**config.mk**
```make
export PLATFORM = sky130hd
export DESIGN_NAME = clusterReconfigMux
export DESIGN_NICKNAME = d
export VERILOG_FILES = /design/src/rtl/clusterMuxPkg.sv /design/src/rtl/clusterSteerCtrl.sv /design/src/rtl/clusterSteerPath.sv /design/src/rtl/clusterReconfigMux.sv
export SDC_FILE = /design/constraint.sdc
export NUM_CORES = 1
export LEC_CHECK = 0
export BUFFER_PORTS_ARGS = -buffer_cell sky130_fd_sc_hd__buf_2
export CORE_MARGIN = 2
export CORE_UTILIZATION = 30
export CTS_CLUSTER_DIAMETER = 80
export DETAILED_ROUTE_END_ITERATION = 12
export PLACE_DENSITY = 0.59
export SYNTH_ARGS = -nofsm -noshare
export SYNTH_HDL_FRONTEND = slang
export SYNTH_SLANG_ARGS = --single-unit
```
**constraint.sdc**
```tcl
create_clock -name clk -period 2.75 [get_ports clk]
set_input_delay 0.4125 -clock clk [delete_from_list [all_inputs] [get_ports clk]]
set_output_delay 0.4125 -clock clk [all_outputs]
set_load 0.005 [all_outputs]
```
**src/rtl/clusterMuxPkg.sv**
```systemverilog
package clusterMuxPkg;

  typedef enum logic [1:0] {
    MODE_FULL    = 2'd0,
    MODE_HALF    = 2'd1,
    MODE_QUARTER = 2'd2,
    MODE_OFF     = 2'd3
  } clusterMode_t;

  // Widest reduction is 4:1, so the phase counter needs two bits.
  localparam int PHASE_W = 2;

  typedef struct packed {
    clusterMode_t         mode;
    logic [PHASE_W-1:0]   phase;
    logic                 xfer;
  } steerStrobes_t;

  function automatic int activeLanes(input clusterMode_t m, input int lanes);
    case (m)
      MODE_FULL:    return lanes;
      MODE_HALF:    return lanes / 2;
      MODE_QUARTER: return lanes / 4;
      default:      return 0;
    endcase
  endfunction

  function automatic int ratioOf(input clusterMode_t m);
    case (m)
      MODE_HALF:    return 2;
      MODE_QUARTER: return 4;
      default:      return 1;
    endcase
  endfunction

endpackage

```
**src/rtl/clusterSteerCtrl.sv**
```systemverilog
module clusterSteerCtrl
  import clusterMuxPkg::*;
#(
  parameter int NUM_LANES = 4
) (
  input  logic                 clk,
  input  logic                 rstN,
  input  logic                 streamEdge,
  input  logic [1:0]           modeReq,
  output steerStrobes_t        strobes,
  output logic [NUM_LANES-1:0] gateOff,
  output logic                 bankStep
);

  clusterMode_t         modeReg;
  logic [PHASE_W-1:0]   phaseReg;
  logic [PHASE_W-1:0]   phaseLast;
  logic [NUM_LANES-1:0] gateNext;
  clusterMode_t         modeNext;

  assign modeNext  = clusterMode_t'(modeReq);
  assign phaseLast = PHASE_W'(ratioOf(modeReg) - 1);

  always_comb begin
    for (int c = 0; c < NUM_LANES; c++) begin
      gateNext[c] = (c >= activeLanes(modeNext, NUM_LANES));
    end
  end

  always_ff @(posedge clk) begin
    if (!rstN) begin
      modeReg  <= MODE_OFF;
      phaseReg <= '0;
      gateOff  <= '1;
    end else if (streamEdge) begin
      modeReg  <= modeNext;
      phaseReg <= '0;
      gateOff  <= gateNext;
    end else if (modeReg != MODE_OFF) begin
      phaseReg <= (phaseReg == phaseLast) ? '0 : phaseReg + PHASE_W'(1);
    end
  end

  assign strobes.mode  = modeReg;
  assign strobes.phase = phaseReg;
  assign strobes.xfer  = !streamEdge && (modeReg != MODE_OFF);
  assign bankStep      = strobes.xfer && (phaseReg == phaseLast);


  gate_hold_chk: assert property (@(posedge clk) disable iff (!rstN)
    !streamEdge |=> $stable(gateOff));


  phase_bound_chk: assert property (@(posedge clk) disable iff (!rstN)
    phaseReg <= phaseLast);


  off_step_chk: assert property (@(posedge clk) disable iff (!rstN)
    (modeReg == MODE_OFF) |-> !bankStep);


  phase_restart_chk: assert property (@(posedge clk) disable iff (!rstN)
    streamEdge |=> (phaseReg == '0));

endmodule

```
**src/rtl/clusterSteerPath.sv**
```systemverilog
module clusterSteerPath
  import clusterMuxPkg::*;
#(
  parameter int NUM_LANES = 4,
  parameter int DATA_W    = 16
) (
  input  logic                          clk,
  input  logic                          rstN,
  input  steerStrobes_t                 strobes,
  input  logic [NUM_LANES*DATA_W-1:0]   bankData,
  output logic [NUM_LANES*DATA_W-1:0]   clusterData,
  output logic [NUM_LANES-1:0]          clusterValid
);

  localparam int LANE_W = (NUM_LANES > 1) ? $clog2(NUM_LANES) : 1;

  logic [DATA_W-1:0] bankWord [NUM_LANES];
  int                actCount;

  assign actCount = activeLanes(strobes.mode, NUM_LANES);

  for (genvar b = 0; b < NUM_LANES; b++) begin : g_unpack
    assign bankWord[b] = bankData[b*DATA_W +: DATA_W];
  end

  for (genvar c = 0; c < NUM_LANES; c++) begin : g_lane
    logic [LANE_W-1:0] srcIdx;
    logic              laneOn;

    // Active cluster c takes bank c + activeCount * phase.
    assign srcIdx = LANE_W'(c + actCount * int'(strobes.phase));
    assign laneOn = strobes.xfer && (c < actCount);

    always_ff @(posedge clk) begin
      if (!rstN || !laneOn) begin
        clusterData[c*DATA_W +: DATA_W] <= '0;
        clusterValid[c]                 <= 1'b0;
      end else begin
        clusterData[c*DATA_W +: DATA_W] <= bankWord[srcIdx];
        clusterValid[c]                 <= 1'b1;
      end
    end
  end


  idle_xfer_chk: assert property (@(posedge clk) disable iff (!rstN)
    !strobes.xfer |=> (clusterValid == '0));


  quarter_single_chk: assert property (@(posedge clk) disable iff (!rstN)
    (strobes.mode == MODE_QUARTER) |=> ($countones(clusterValid) <= 1));

endmodule

```
**src/rtl/clusterReconfigMux.sv**
```systemverilog
module clusterReconfigMux
  import clusterMuxPkg::*;
#(
  parameter int NUM_LANES = 4,
  parameter int DATA_W    = 16
) (
  input  logic                          clk,
  input  logic                          rstN,
  input  logic                          streamEdge,
  input  logic [1:0]                    modeReq,
  input  logic [NUM_LANES*DATA_W-1:0]   bankData,
  output logic [NUM_LANES*DATA_W-1:0]   clusterData,
  output logic [NUM_LANES-1:0]          clusterValid,
  output logic [NUM_LANES-1:0]          gateOff,
  output logic                          bankStep
);

  steerStrobes_t strobes;

  clusterSteerCtrl #(.NUM_LANES(NUM_LANES)) i_ctrl (
    .clk        (clk),
    .rstN       (rstN),
    .streamEdge (streamEdge),
    .modeReq    (modeReq),
    .strobes    (strobes),
    .gateOff    (gateOff),
    .bankStep   (bankStep)
  );

  clusterSteerPath #(.NUM_LANES(NUM_LANES), .DATA_W(DATA_W)) i_path (
    .clk          (clk),
    .rstN         (rstN),
    .strobes      (strobes),
    .bankData     (bankData),
    .clusterData  (clusterData),
    .clusterValid (clusterValid)
  );


  gated_quiet_chk: assert property (@(posedge clk) disable iff (!rstN)
    (clusterValid & gateOff) == '0);


  off_zero_chk: assert property (@(posedge clk) disable iff (!rstN)
    (&gateOff) |-> (clusterData == '0));

endmodule

```
==> results of run 1 <==
## sequential cells by signal, summed over array words and instances (netlist names)
register / flops
i_ctrl.phaseReg: 2
i_path.clusterData: 64
i_path.clusterValid: 3
i_ctrl.gateOff: 3
i_ctrl.modeReg: 2
## area by class of cell
| class | instances | area (sq um) |
|---|---|---|
| Inverter | 7 | 27.53 |
| Timing Repair Buffer | 162 | 888.4 |
| Tap cell | 184 | 230.2 |
| Clock inverter | 5 | 100.1 |
| Multi-Input combinational cell | 353 | 2690 |
| Sequential cell | 74 | 1483 |
| Clock buffer | 11 | 252.7 |
| Fill cell | 1469 | 8917 |
## cells in the final DEF (no fill, tap or decap), drive strengths merged, types with 2 or more instances in the layout
| master | count |
|---|---|
| bufinv | 3 |
| nor3 | 15 |
| nand2 | 8 |
| dfxtp | 74 |
| xor2 | 2 |
| a21oi | 33 |
| o21ai | 13 |
| mux2 | 32 |
| or2 | 2 |
| a211oi | 55 |
| o22ai | 21 |
| nand3b | 21 |
| clkinv | 3 |
| a2111oi | 32 |
| o32ai | 18 |
| o211ai | 7 |
| o221ai | 6 |
| ha | 6 |
| and3 | 32 |
| nand3 | 2 |
| a21boi | 2 |
| buf | 162 |
| mux2i | 11 |
| nor4 | 10 |
| inv | 6 |
| clkbuf | 11 |
| nor2 | 10 |
| nand2b | 3 |
| or3b | 2 |
## power breakdown
part	switching (mW)	internal, mW
registers	0.0105	1.08
clock network	0.457	0.932
logic	0.220	0.139
## layer usage
layer	up-vias	global-route usage, %
met5	-	0
met4	0	6.981
met3	33	4.376
met2	237	29.98
met1	2249	29.00
li1	2202	-
## logic make-up (layout without fill, tap and decap cells)
group | Yosys count | count (layout)
xor gates and xnor gates | 3 | 3
adders and majority gates | 6 | 6
DFF | 74 | 74
AOI/OAI and AO/OA | 189 | 189
and+or+nand+nor | 112 | 112
muxes | 43 | 43
buffers and inverters | 67 | 185
## critical path, cell delays in order, from the launching register on
cell	delay [ns]
dfxtp_2	0.70
buf_4	0.38
xor2_1	0.11
nor4_1	0.23
buf_2	0.17
## worst min-delay path by stage
stage / end / slack, ns / depth (start not counted)
3_3_place_gp: i_ctrl.gateOff[1]$_SDFFE_PN1P_ / 0.46 / 2
5_1_grt: i_ctrl.gateOff[3]$_SDFFE_PN1P_ / 0.29 / 2
6_report: i_ctrl.gateOff[3]$_SDFFE_PN1P_ / 0.28 / 2
2_1_floorplan: i_ctrl.gateOff[1]$_SDFFE_PN1P_ / 0.45 / 2
3_5_place_dp: i_ctrl.gateOff[1]$_SDFFE_PN1P_ / 0.46 / 2
4_1_cts: i_ctrl.gateOff[3]$_SDFFE_PN1P_ / 0.28 / 2
==> out/metrics.csv, run 1 <==
stage;metric;value;unit
route;initial DRC count;577;
route;routed wire length;16.67;mm
job;max cap viols;0;
global_route;vias in the first global route;4389;
synth;top post-synthesis cells by count;dfxtp_1, a211oi_1, a21oi_1;
synth;Synth cell types;49;
synth;Post-Syn Area;4482;sq um
global_route;initial antenna violation count;0;
timing;Final Hold Viols;0;
worst_setup_path;CP Launch Point;i_ctrl.phaseReg[0]$_SDFFE_PP0P_;
timing;final cycle utilization of the critical path;85.51;%
power;Pwr Density;501.4;nW/um^2
clock_network;CTS H-Tree Depth;3;
clock_network;TritonCTS Buffers;9;
cells_and_area;non-filler cells, final;796;
timing;final worst slack;0.3985;ns
die;placeable core region;14590;sq um
synth;Mapped Avg Cell Area;9.072;sq um
synth;share of Yosys cell area claimed by the top area cell type;33.05;%
die;initial core utilization;30.72;%
synth;Post-Synth Simple-Gate Area;15.58;%
power;maximum vdd drop;267.9;uV
worst_setup_path;Worst EP required;2.34;ns
synth;Post-synth ARST share;0;%
power;Leak;2.391;nW
timing;minimum clock period;2.352;ns
synth;most frequent cell after synthesis;dfxtp_1;
clock_network;root buf cell;clkbuf_16;
clock_network;post-CTS setup buffers;0;
timing;Slew HR;51.17;%
cells_and_area;final antenna diode count;0;
cells_and_area;final core utilization;38.88;%
timing;fmax;425.3;MHz
timing;setup_tns;0;ns
timing;final number of setup-violating endpoints;0;
synth;Post-synth EDFFs;0;
cells_and_area;Finished Cell Area;5672;sq um
route;antenna viol nets, final;0;
synth;dominant cells by area after synthesis;dfxtp_1, mux2_2, a211oi_1;
global_route;GR Overflow Total;0;
clock_network;CTS tree;built;
global_route;first-pass GRT wire length;25.45;mm
placement;routability cong.;0.9486;
worst_setup_path;Critical Path Fanout Max;30;
synth;xor and xnor area share after synthesis;0.9213;%
clock_network;maximum clock insertion buffer count;2;
route;routed vias/inst;5.931;
synth;dominant synthesized flop cell;dfxtp_1;
global_route;pin count of the biggest net entering global routing;62;
worst_setup_path;Critical R2R Capture;i_path.clusterData[29]$_SDFF_PP0_;
clock_network;Worst-path clk slew;0.06;ns
route;wire length on met1;7.671;mm
cells_and_area;share of post-route cells with drive strength above 1;37.91;%
placement;DP Cell Count;780;
status;status;completed;
worst_setup_path;CP endpoint;bankStep;
synth;syn_nets;569;
synth;sequential share of the synthesized area;33.05;%
synth;most area-hungry cell type in the Yosys netlist;dfxtp_1;
worst_hold_path;worst hold path type;input port to flop;
synth;synthesis-stage register bit count;74;
synth;Adder-Cell Fraction of Synth Area;1.675;%
route;via count;4721;
cells_and_area;final net count;682;
clock_network;post-CTS sizing;0;
synth;mux cell area share after synthesis;10.50;%
route;Avg WL per Cell;20.94;um
worst_setup_path;CP endpoint kind;primary output;
placement;HPWL after DPL;12.02;mm
synth;YS warnings;0;
worst_setup_path;Reg-to-Reg Start;i_ctrl.modeReg[0]$_SDFFE_PN1P_;
synth;Mapped Cells;494;
synth;Compound-Gate Fraction of Synth Area;31.16;%
die;Die Y;126.2;um
route;Max Used Layer;met4;
clock_network;Skew-Pair Late Insertion Delay;0.34;ns
route;met3 routed WL;1.250;mm
timing;RSZ-0062 raised after global routing;no;
clock_network;clock sink count;74;
worst_setup_path;FF-to-FF setup slack;0.52;ns
timing;Clock Skew;0.009629;ns
placement;Placed Area;5319;sq um
route;Pre-Repair DR Iteration Count;5;
worst_setup_path;crit path DAT;1.94;ns
die;Die Width;126.2;um
route;DRC;0;
clock_network;Hold-fix buffers, CTS;0;
die;DIE AREA;15930;sq um
power;Final Total Pwr;2.844;mW
placement;port bufs;141;
global_route;Total Routing Usage GR;20.23;%
placement;pre-CTS worst setup slack;0.5714;ns
timing;Worst-Margin Slew;0.7317;ns
cells_and_area;P&R area growth vs syn;26.55;%
route;met2 WL post-DR;7.350;mm
die;I/O pin cnt;142;
worst_setup_path;r2r worst-path depth;6;
timing;Slew Limit Fails;0;
die;row count;44;
synth;main combinational cell family by area after synthesis;compound AO/OA/AOI/OAI gates;
worst_setup_path;Critical Path Start Type;flop;
timing;Worst Hold Slack;0.2833;ns
worst_hold_path;min-delay src;rstN;
worst_setup_path;critical path class;flop to primary output;
No activity file was read; power rests on OpenSTA's default activity.
==> run 2, diff against run 1 <==
CAP_MARGIN = 20   (was unset)
PLACE_DENSITY = 0.61   (was 0.59)
clock period = 2.1 ns   (was 2.75 ns; I/O delays follow)
==> run 2 against run 1 <==
Against the previous run:
- final cell count rose by 1.5%
- global-route usage down 0.66 points
- hold slack worse by 0.091 ns
- clock power is essentially flat
- clock skew about the same
- non-clock buffer count increased by 13
- die area unchanged
==> out/metrics.csv, run 2 (synthesis results as in run 1) <==
stage;metric;value;unit
status;status;completed;
placement;HPWL after DPL;12.00;mm
route;antenna viol nets, final;0;
timing;Slew HR;59.01;%
route;Pre-Repair DR Iteration Count;6;
timing;Worst-Margin Slew;0.6142;ns
placement;routability cong.;0.9200;
timing;fmax;505.6;MHz
clock_network;CTS H-Tree Depth;3;
die;row count;44;
cells_and_area;biggest regs;i_path.clusterData: 64 flops, i_ctrl.gateOff: 3 flops, i_path.clusterValid: 3 flops;
clock_network;post-CTS sizing;0;
die;I/O pin cnt;142;
cells_and_area;final net count;695;
route;Avg WL per Cell;20.14;um
clock_network;post-CTS setup buffers;0;
job;max cap viols;0;
global_route;initial antenna violation count;0;
power;Leak;2.435;nW
clock_network;root buf cell;clkbuf_16;
timing;RSZ-0062 raised after global routing;no;
route;routed vias/inst;5.792;
timing;Worst Hold Slack;0.1926;ns
die;initial core utilization;30.72;%
timing;final cycle utilization of the critical path;94.18;%
clock_network;clock sink count;74;
power;P_int;2.476;mW
timing;Final Hold Viols;0;
timing;final number of setup-violating endpoints;0;
route;initial DRC count;414;
timing;Slew Limit Fails;0;
timing;minimum clock period;1.978;ns
cells_and_area;P&R area growth vs syn;28.92;%
clock_network;maximum clock insertion buffer count;2;
cells_and_area;share of post-route cells with drive strength above 1;39.10;%
clock_network;CTS tree;built;
die;placeable core region;14590;sq um
power;Psw;0.8634;mW
cells_and_area;fill cell count;1456;
global_route;first-pass GRT wire length;24.82;mm
timing;setup_tns;0;ns
route;routed wire length;16.27;mm
route;via count;4680;
cells_and_area;Largest register FFs;64;
power;Final Total Pwr;3.340;mW
power;maximum vdd drop;369.4;uV
cells_and_area;Top reg by flops;i_path.clusterData;
timing;Clock Skew;0.009770;ns
worst_setup_path;crit path DAT;2.18;ns
power;clock share of power;42.6;%
global_route;GR Overflow Total;0;
clock_network;Skew-Pair Late Insertion Delay;0.34;ns
placement;port bufs;141;
global_route;vias in the first global route;4469;
power;sw frac;25.85;%
worst_setup_path;critical path class;flop to flop;
die;Die Width;126.2;um
clock_network;Hold-fix buffers, CTS;0;
power;Reg power frac;42.9;%
power;Comb pwr share;14.6;%
global_route;pin count of the biggest net entering global routing;38;
worst_setup_path;Critical Path Fanout Max;37;
worst_hold_path;worst hold path type;input port to flop;
worst_setup_path;CP endpoint kind;flop;
die;Die Y;126.2;um
global_route;Total Routing Usage GR;19.58;%
die;DIE AREA;15930;sq um
route;DRC;0;
power;Pwr Density;578.0;nW/um^2
cells_and_area;final antenna diode count;0;
worst_setup_path;Critical Path Start Type;flop;
cells_and_area;commonest non-fill, non-tap cell in the layout;buf_2;
clock_network;Worst-path clk slew;0.06;ns
cells_and_area;commonest non-fill, non-tap cells in the layout;buf_2, dfxtp_1, a211oi_1, a21oi_1;
clock_network;TritonCTS Buffers;9;
worst_setup_path;Worst EP required;2.30;ns
==> run 2: changes by cell type in the layout (fill, tap and decap cells not counted), sizes merged <==
cell	before	now
bufinv	3	0
clkinv	3	2
clkinvlp	0	1
clkbuf	11	13
buf	162	175
==> run 2: final cells by class <==
type                            instances  area [sq um]  share of cell area [%]
Clock buffer                           13         260.3                   4.504
Clock inverter                          2         12.51                  0.2165
Inverter                                7         27.53                  0.4764
Multi-Input combinational cell        353          2718                   47.03
Sequential cell                        74          1483                   25.66
Tap cell                              184         230.2                   3.984
Timing Repair Buffer                  175          1047                   18.12
==> run 2: power groups by stage <==
stage	sequential (mW)	clock, mW	combinational (mW)
6_report	1.43	1.42	0.486
5_1_grt	1.43	1.51	0.520
4_1_cts	1.43	1.46	0.471
3_5_place_dp	1.46	0	0.469
3_3_place_gp	1.46	0	0.458
2_1_floorplan	1.46	0	0.251
==> run 2: path summary, 6_finish.rpt <==
path | startpoint | end | slack, ns | cells after the start
setup / recovery | i_ctrl.modeReg[1]$_SDFFE_PN1P_ | i_path.clusterData[43]$_SDFF_PP0_ | 0.12 | 6
hold / removal | rstN | i_ctrl.modeReg[0]$_SDFFE_PN1P_ | 0.19 | 2
setup reg to reg | i_ctrl.modeReg[1]$_SDFFE_PN1P_ | i_path.clusterData[43]$_SDFF_PP0_ | 0.12 | 6
hold reg to reg | i_ctrl.gateOff[1]$_SDFFE_PN1P_ | i_ctrl.gateOff[1]$_SDFFE_PN1P_ | 0.47 | 2
==> run 2: stage by stage <==
stage          util, %  worst slack (ns)  instance area (sq um)  cells
2_1_floorplan        -            0.1276                   4482    494
3_3_place_gp     37.47            0.1517                   5466    793
3_5_place_dp     37.47           0.03628                   5466    793
4_1_cts          39.34           0.01872                   5739    808
5_1_grt          39.61          0.009746                   5778    808
6_report         39.61            0.1222                   5778    808
==> run 2: worst max-delay path, stage by stage, from the launching register on <==
cell and delay, ns:
dfxtp_1 0.38, ha_1 0.25, buf_6 0.27, nand2_2 0.14, buf_12 0.20, a2111oi_0 0.49, a211oi_1 0.09
==> run 2: routing by layer <==
metal | track usage [%] | up-vias | wire (um)
met5 | 0 | - | 0
met4 | 6.852 | 0 | 333
met3 | 4.843 | 26 | 1296
met2 | 28.97 | 225 | 7050
met1 | 27.66 | 2212 | 7590
li1 | - | 2217 | -
==> run 3, diff against run 2 <==
BUFFER_PORTS_ARGS = unset   (was -buffer_cell sky130_fd_sc_hd__buf_2)
CORE_UTILIZATION = 40   (was 30)
CTS_CLUSTER_SIZE = 14   (was unset)
DONT_BUFFER_PORTS = 1   (was unset)
PLACE_DENSITY = 0.63   (was 0.61)
==> run 3 against run 2 <==
Against the previous run:
- first-iteration DRC count decreased by 7.0%
- critical endpoint is now i_path.clusterData[61]$_SDFF_PP0_
- clock-buffer cell count up 1
- design area fell by 12%
- global-route usage grew 5.5 points
- register-to-register slack got worse by 0.10 ns
- sequential power about the same
- flip-flop and latch count unchanged
- critical path depth rose by 2
- non-clock buffer count decreased by 133
==> out/metrics.csv, run 3 (synthesis results as in run 1) <==
stage;metric;value;unit
cells_and_area;share of post-route cells with drive strength above 1;25.25;%
timing;minimum clock period;2.079;ns
power;Final Total Pwr;2.896;mW
power;Leak;1.799;nW
cells_and_area;area of the multi-input gates;2806;sq um
clock_network;TritonCTS Buffers;9;
status;status;completed;
placement;routability cong.;0.9007;
power;maximum vdd drop;302.1;uV
global_route;first-pass GRT wire length;22.76;mm
die;row count;38;
worst_setup_path;Critical Path Start Type;flop;
timing;Slew HR;66.65;%
global_route;Total Routing Usage GR;25.10;%
global_route;GR Overflow Total;0;
power;Comb pwr share;12.5;%
placement;HPWL after DPL;10.84;mm
cells_and_area;commonest non-fill, non-tap cell in the layout;dfxtp_1;
die;I/O pin cnt;142;
worst_setup_path;Critical Path Fanout Max;15;
die;initial core utilization;41.16;%
cells_and_area;final antenna diode count;0;
timing;final number of setup-violating endpoints;0;
cells_and_area;Largest register FFs;64;
global_route;pin count of the biggest net entering global routing;40;
timing;RSZ-0062 raised after global routing;yes;
power;Reg power frac;49.5;%
power;Pwr Density;566.6;nW/um^2
global_route;vias in the first global route;3909;
timing;Clock Skew;0.01736;ns
die;Die Y;109.9;um
route;DRC;0;
timing;final cycle utilization of the critical path;99.02;%
power;P_int;2.136;mW
route;Avg WL per Cell;24.40;um
die;DIE AREA;12070;sq um
global_route;initial antenna violation count;0;
clock_network;CTS tree;built;
worst_setup_path;r2r worst-path depth;8;
cells_and_area;biggest regs;i_path.clusterData: 64 flops, i_ctrl.gateOff: 3 flops, i_path.clusterValid: 3 flops;
power;clock share of power;38.0;%
timing;Final Hold Viols;0;
route;Pre-Repair DR Iteration Count;5;
worst_setup_path;CP endpoint kind;flop;
route;antenna viol nets, final;0;
clock_network;clock sink count;74;
cells_and_area;final net count;562;
cells_and_area;P&R area growth vs syn;14.07;%
worst_setup_path;crit path DAT;2.33;ns
placement;port bufs;0;
route;routed wire length;15.40;mm
clock_network;CTS H-Tree Depth;3;
timing;Slew Limit Fails;0;
clock_network;Worst-path clk slew;0.09;ns
clock_network;maximum clock insertion buffer count;2;
route;initial DRC count;385;
timing;fmax;480.9;MHz
worst_hold_path;worst hold path type;input port to flop;
job;max cap viols;0;
cells_and_area;commonest non-fill, non-tap cells in the layout;dfxtp_1, a211oi_1, a21oi_1, and3_1, mux2_2;
clock_network;root buf cell;clkbuf_8;
route;via count;4218;
worst_setup_path;critical path class;flop to flop;
die;Die Width;109.9;um
timing;Worst-Margin Slew;0.4876;ns
worst_setup_path;Worst EP required;2.35;ns
cells_and_area;Top reg by flops;i_path.clusterData;
route;routed vias/inst;6.685;
power;sw frac;26.26;%
clock_network;Skew-Pair Late Insertion Delay;0.38;ns
timing;Worst Hold Slack;0.03483;ns
die;placeable core region;10890;sq um
cells_and_area;Reg area;1484;sq um
power;Psw;0.7605;mW
cells_and_area;fill cell count;1015;
worst_hold_path;hold path depth;1;
run 3: stage by stage:
step | TNS [ns] | setup WS, ns | utilization, % | std cells | instance area, sq um
2_1_floorplan | 0 | 0.1276 | - | 494 | 4482
3_5_place_dp | -0.05809 | -0.02459 | 43.73 | 612 | 4761
4_1_cts | -0.0004234 | -0.0004234 | 45.69 | 628 | 4975
5_1_grt | -1.353 | -0.1235 | 46.95 | 631 | 5112
3_3_place_gp | 0 | 0.001066 | 43.73 | 612 | 4761
6_report | 0 | 0.02056 | 46.95 | 631 | 5112
run 3: path summary, 6_finish.rpt:
path                                                      from                                end  slack, ns
worst max-delay path            i_ctrl.modeReg[0]$_SDFFE_PN1P_  i_path.clusterData[61]$_SDFF_PP0_       0.02
worst min-delay path                                streamEdge     i_ctrl.modeReg[1]$_SDFFE_PN1P_       0.03
worst max register to register  i_ctrl.modeReg[0]$_SDFFE_PN1P_  i_path.clusterData[61]$_SDFF_PP0_       0.02
worst min register to register  i_ctrl.gateOff[1]$_SDFFE_PN1P_     i_ctrl.gateOff[1]$_SDFFE_PN1P_       0.49
run 3: critical path, cell delays in order (launching register included):
cell and delay (ns):
dfxtp_1 0.33, inv_1 0.08, ha_1 0.17, ha_2 0.26, buf_8 0.19, buf_4 0.24, mux2_2 0.36, o221ai_1 0.23
a211oi_1 0.09
run 3: what timing repair did:
item	4_1_cts	5_1_grt
hold endpoints to repair	3	0
setup buffers	0	3
gates resized for setup	3	37
hold buffers	1	0
pin swaps	0	1
setup endpoints to repair	21	60
run 3: per-layer routing:
metal	share of wire (%)	routed length, um	global-route usage (%)	vias up
met5	0	0	0	-
met1	45	7005	37.07	2014
met2	43	6623	33.79	220
met3	9.1	1406	7.350	31
li1	-	-	-	1953
met4	2.4	363	9.403	0
run 3: power groups by stage:
stage	combinational (mW)	sequential, mW	clock [mW]
floorplan	0.251	1.46	0
global placement	0.322	1.46	0
detailed placement	0.329	1.47	0
CTS	0.334	1.43	1.12
global route	0.393	1.44	1.16
finish	0.363	1.43	1.10
run 3: area by class of cell:
type / instances / share of cell area (%)
timing repair buffer: 42 / 8.395
inverter: 7 / 0.5384
sequential: 74 / 29.03
clock buffer: 14 / 3.573
clock inverter: 1 / 0.1468
multi-input combinational: 353 / 54.89
tap: 140 / 3.426
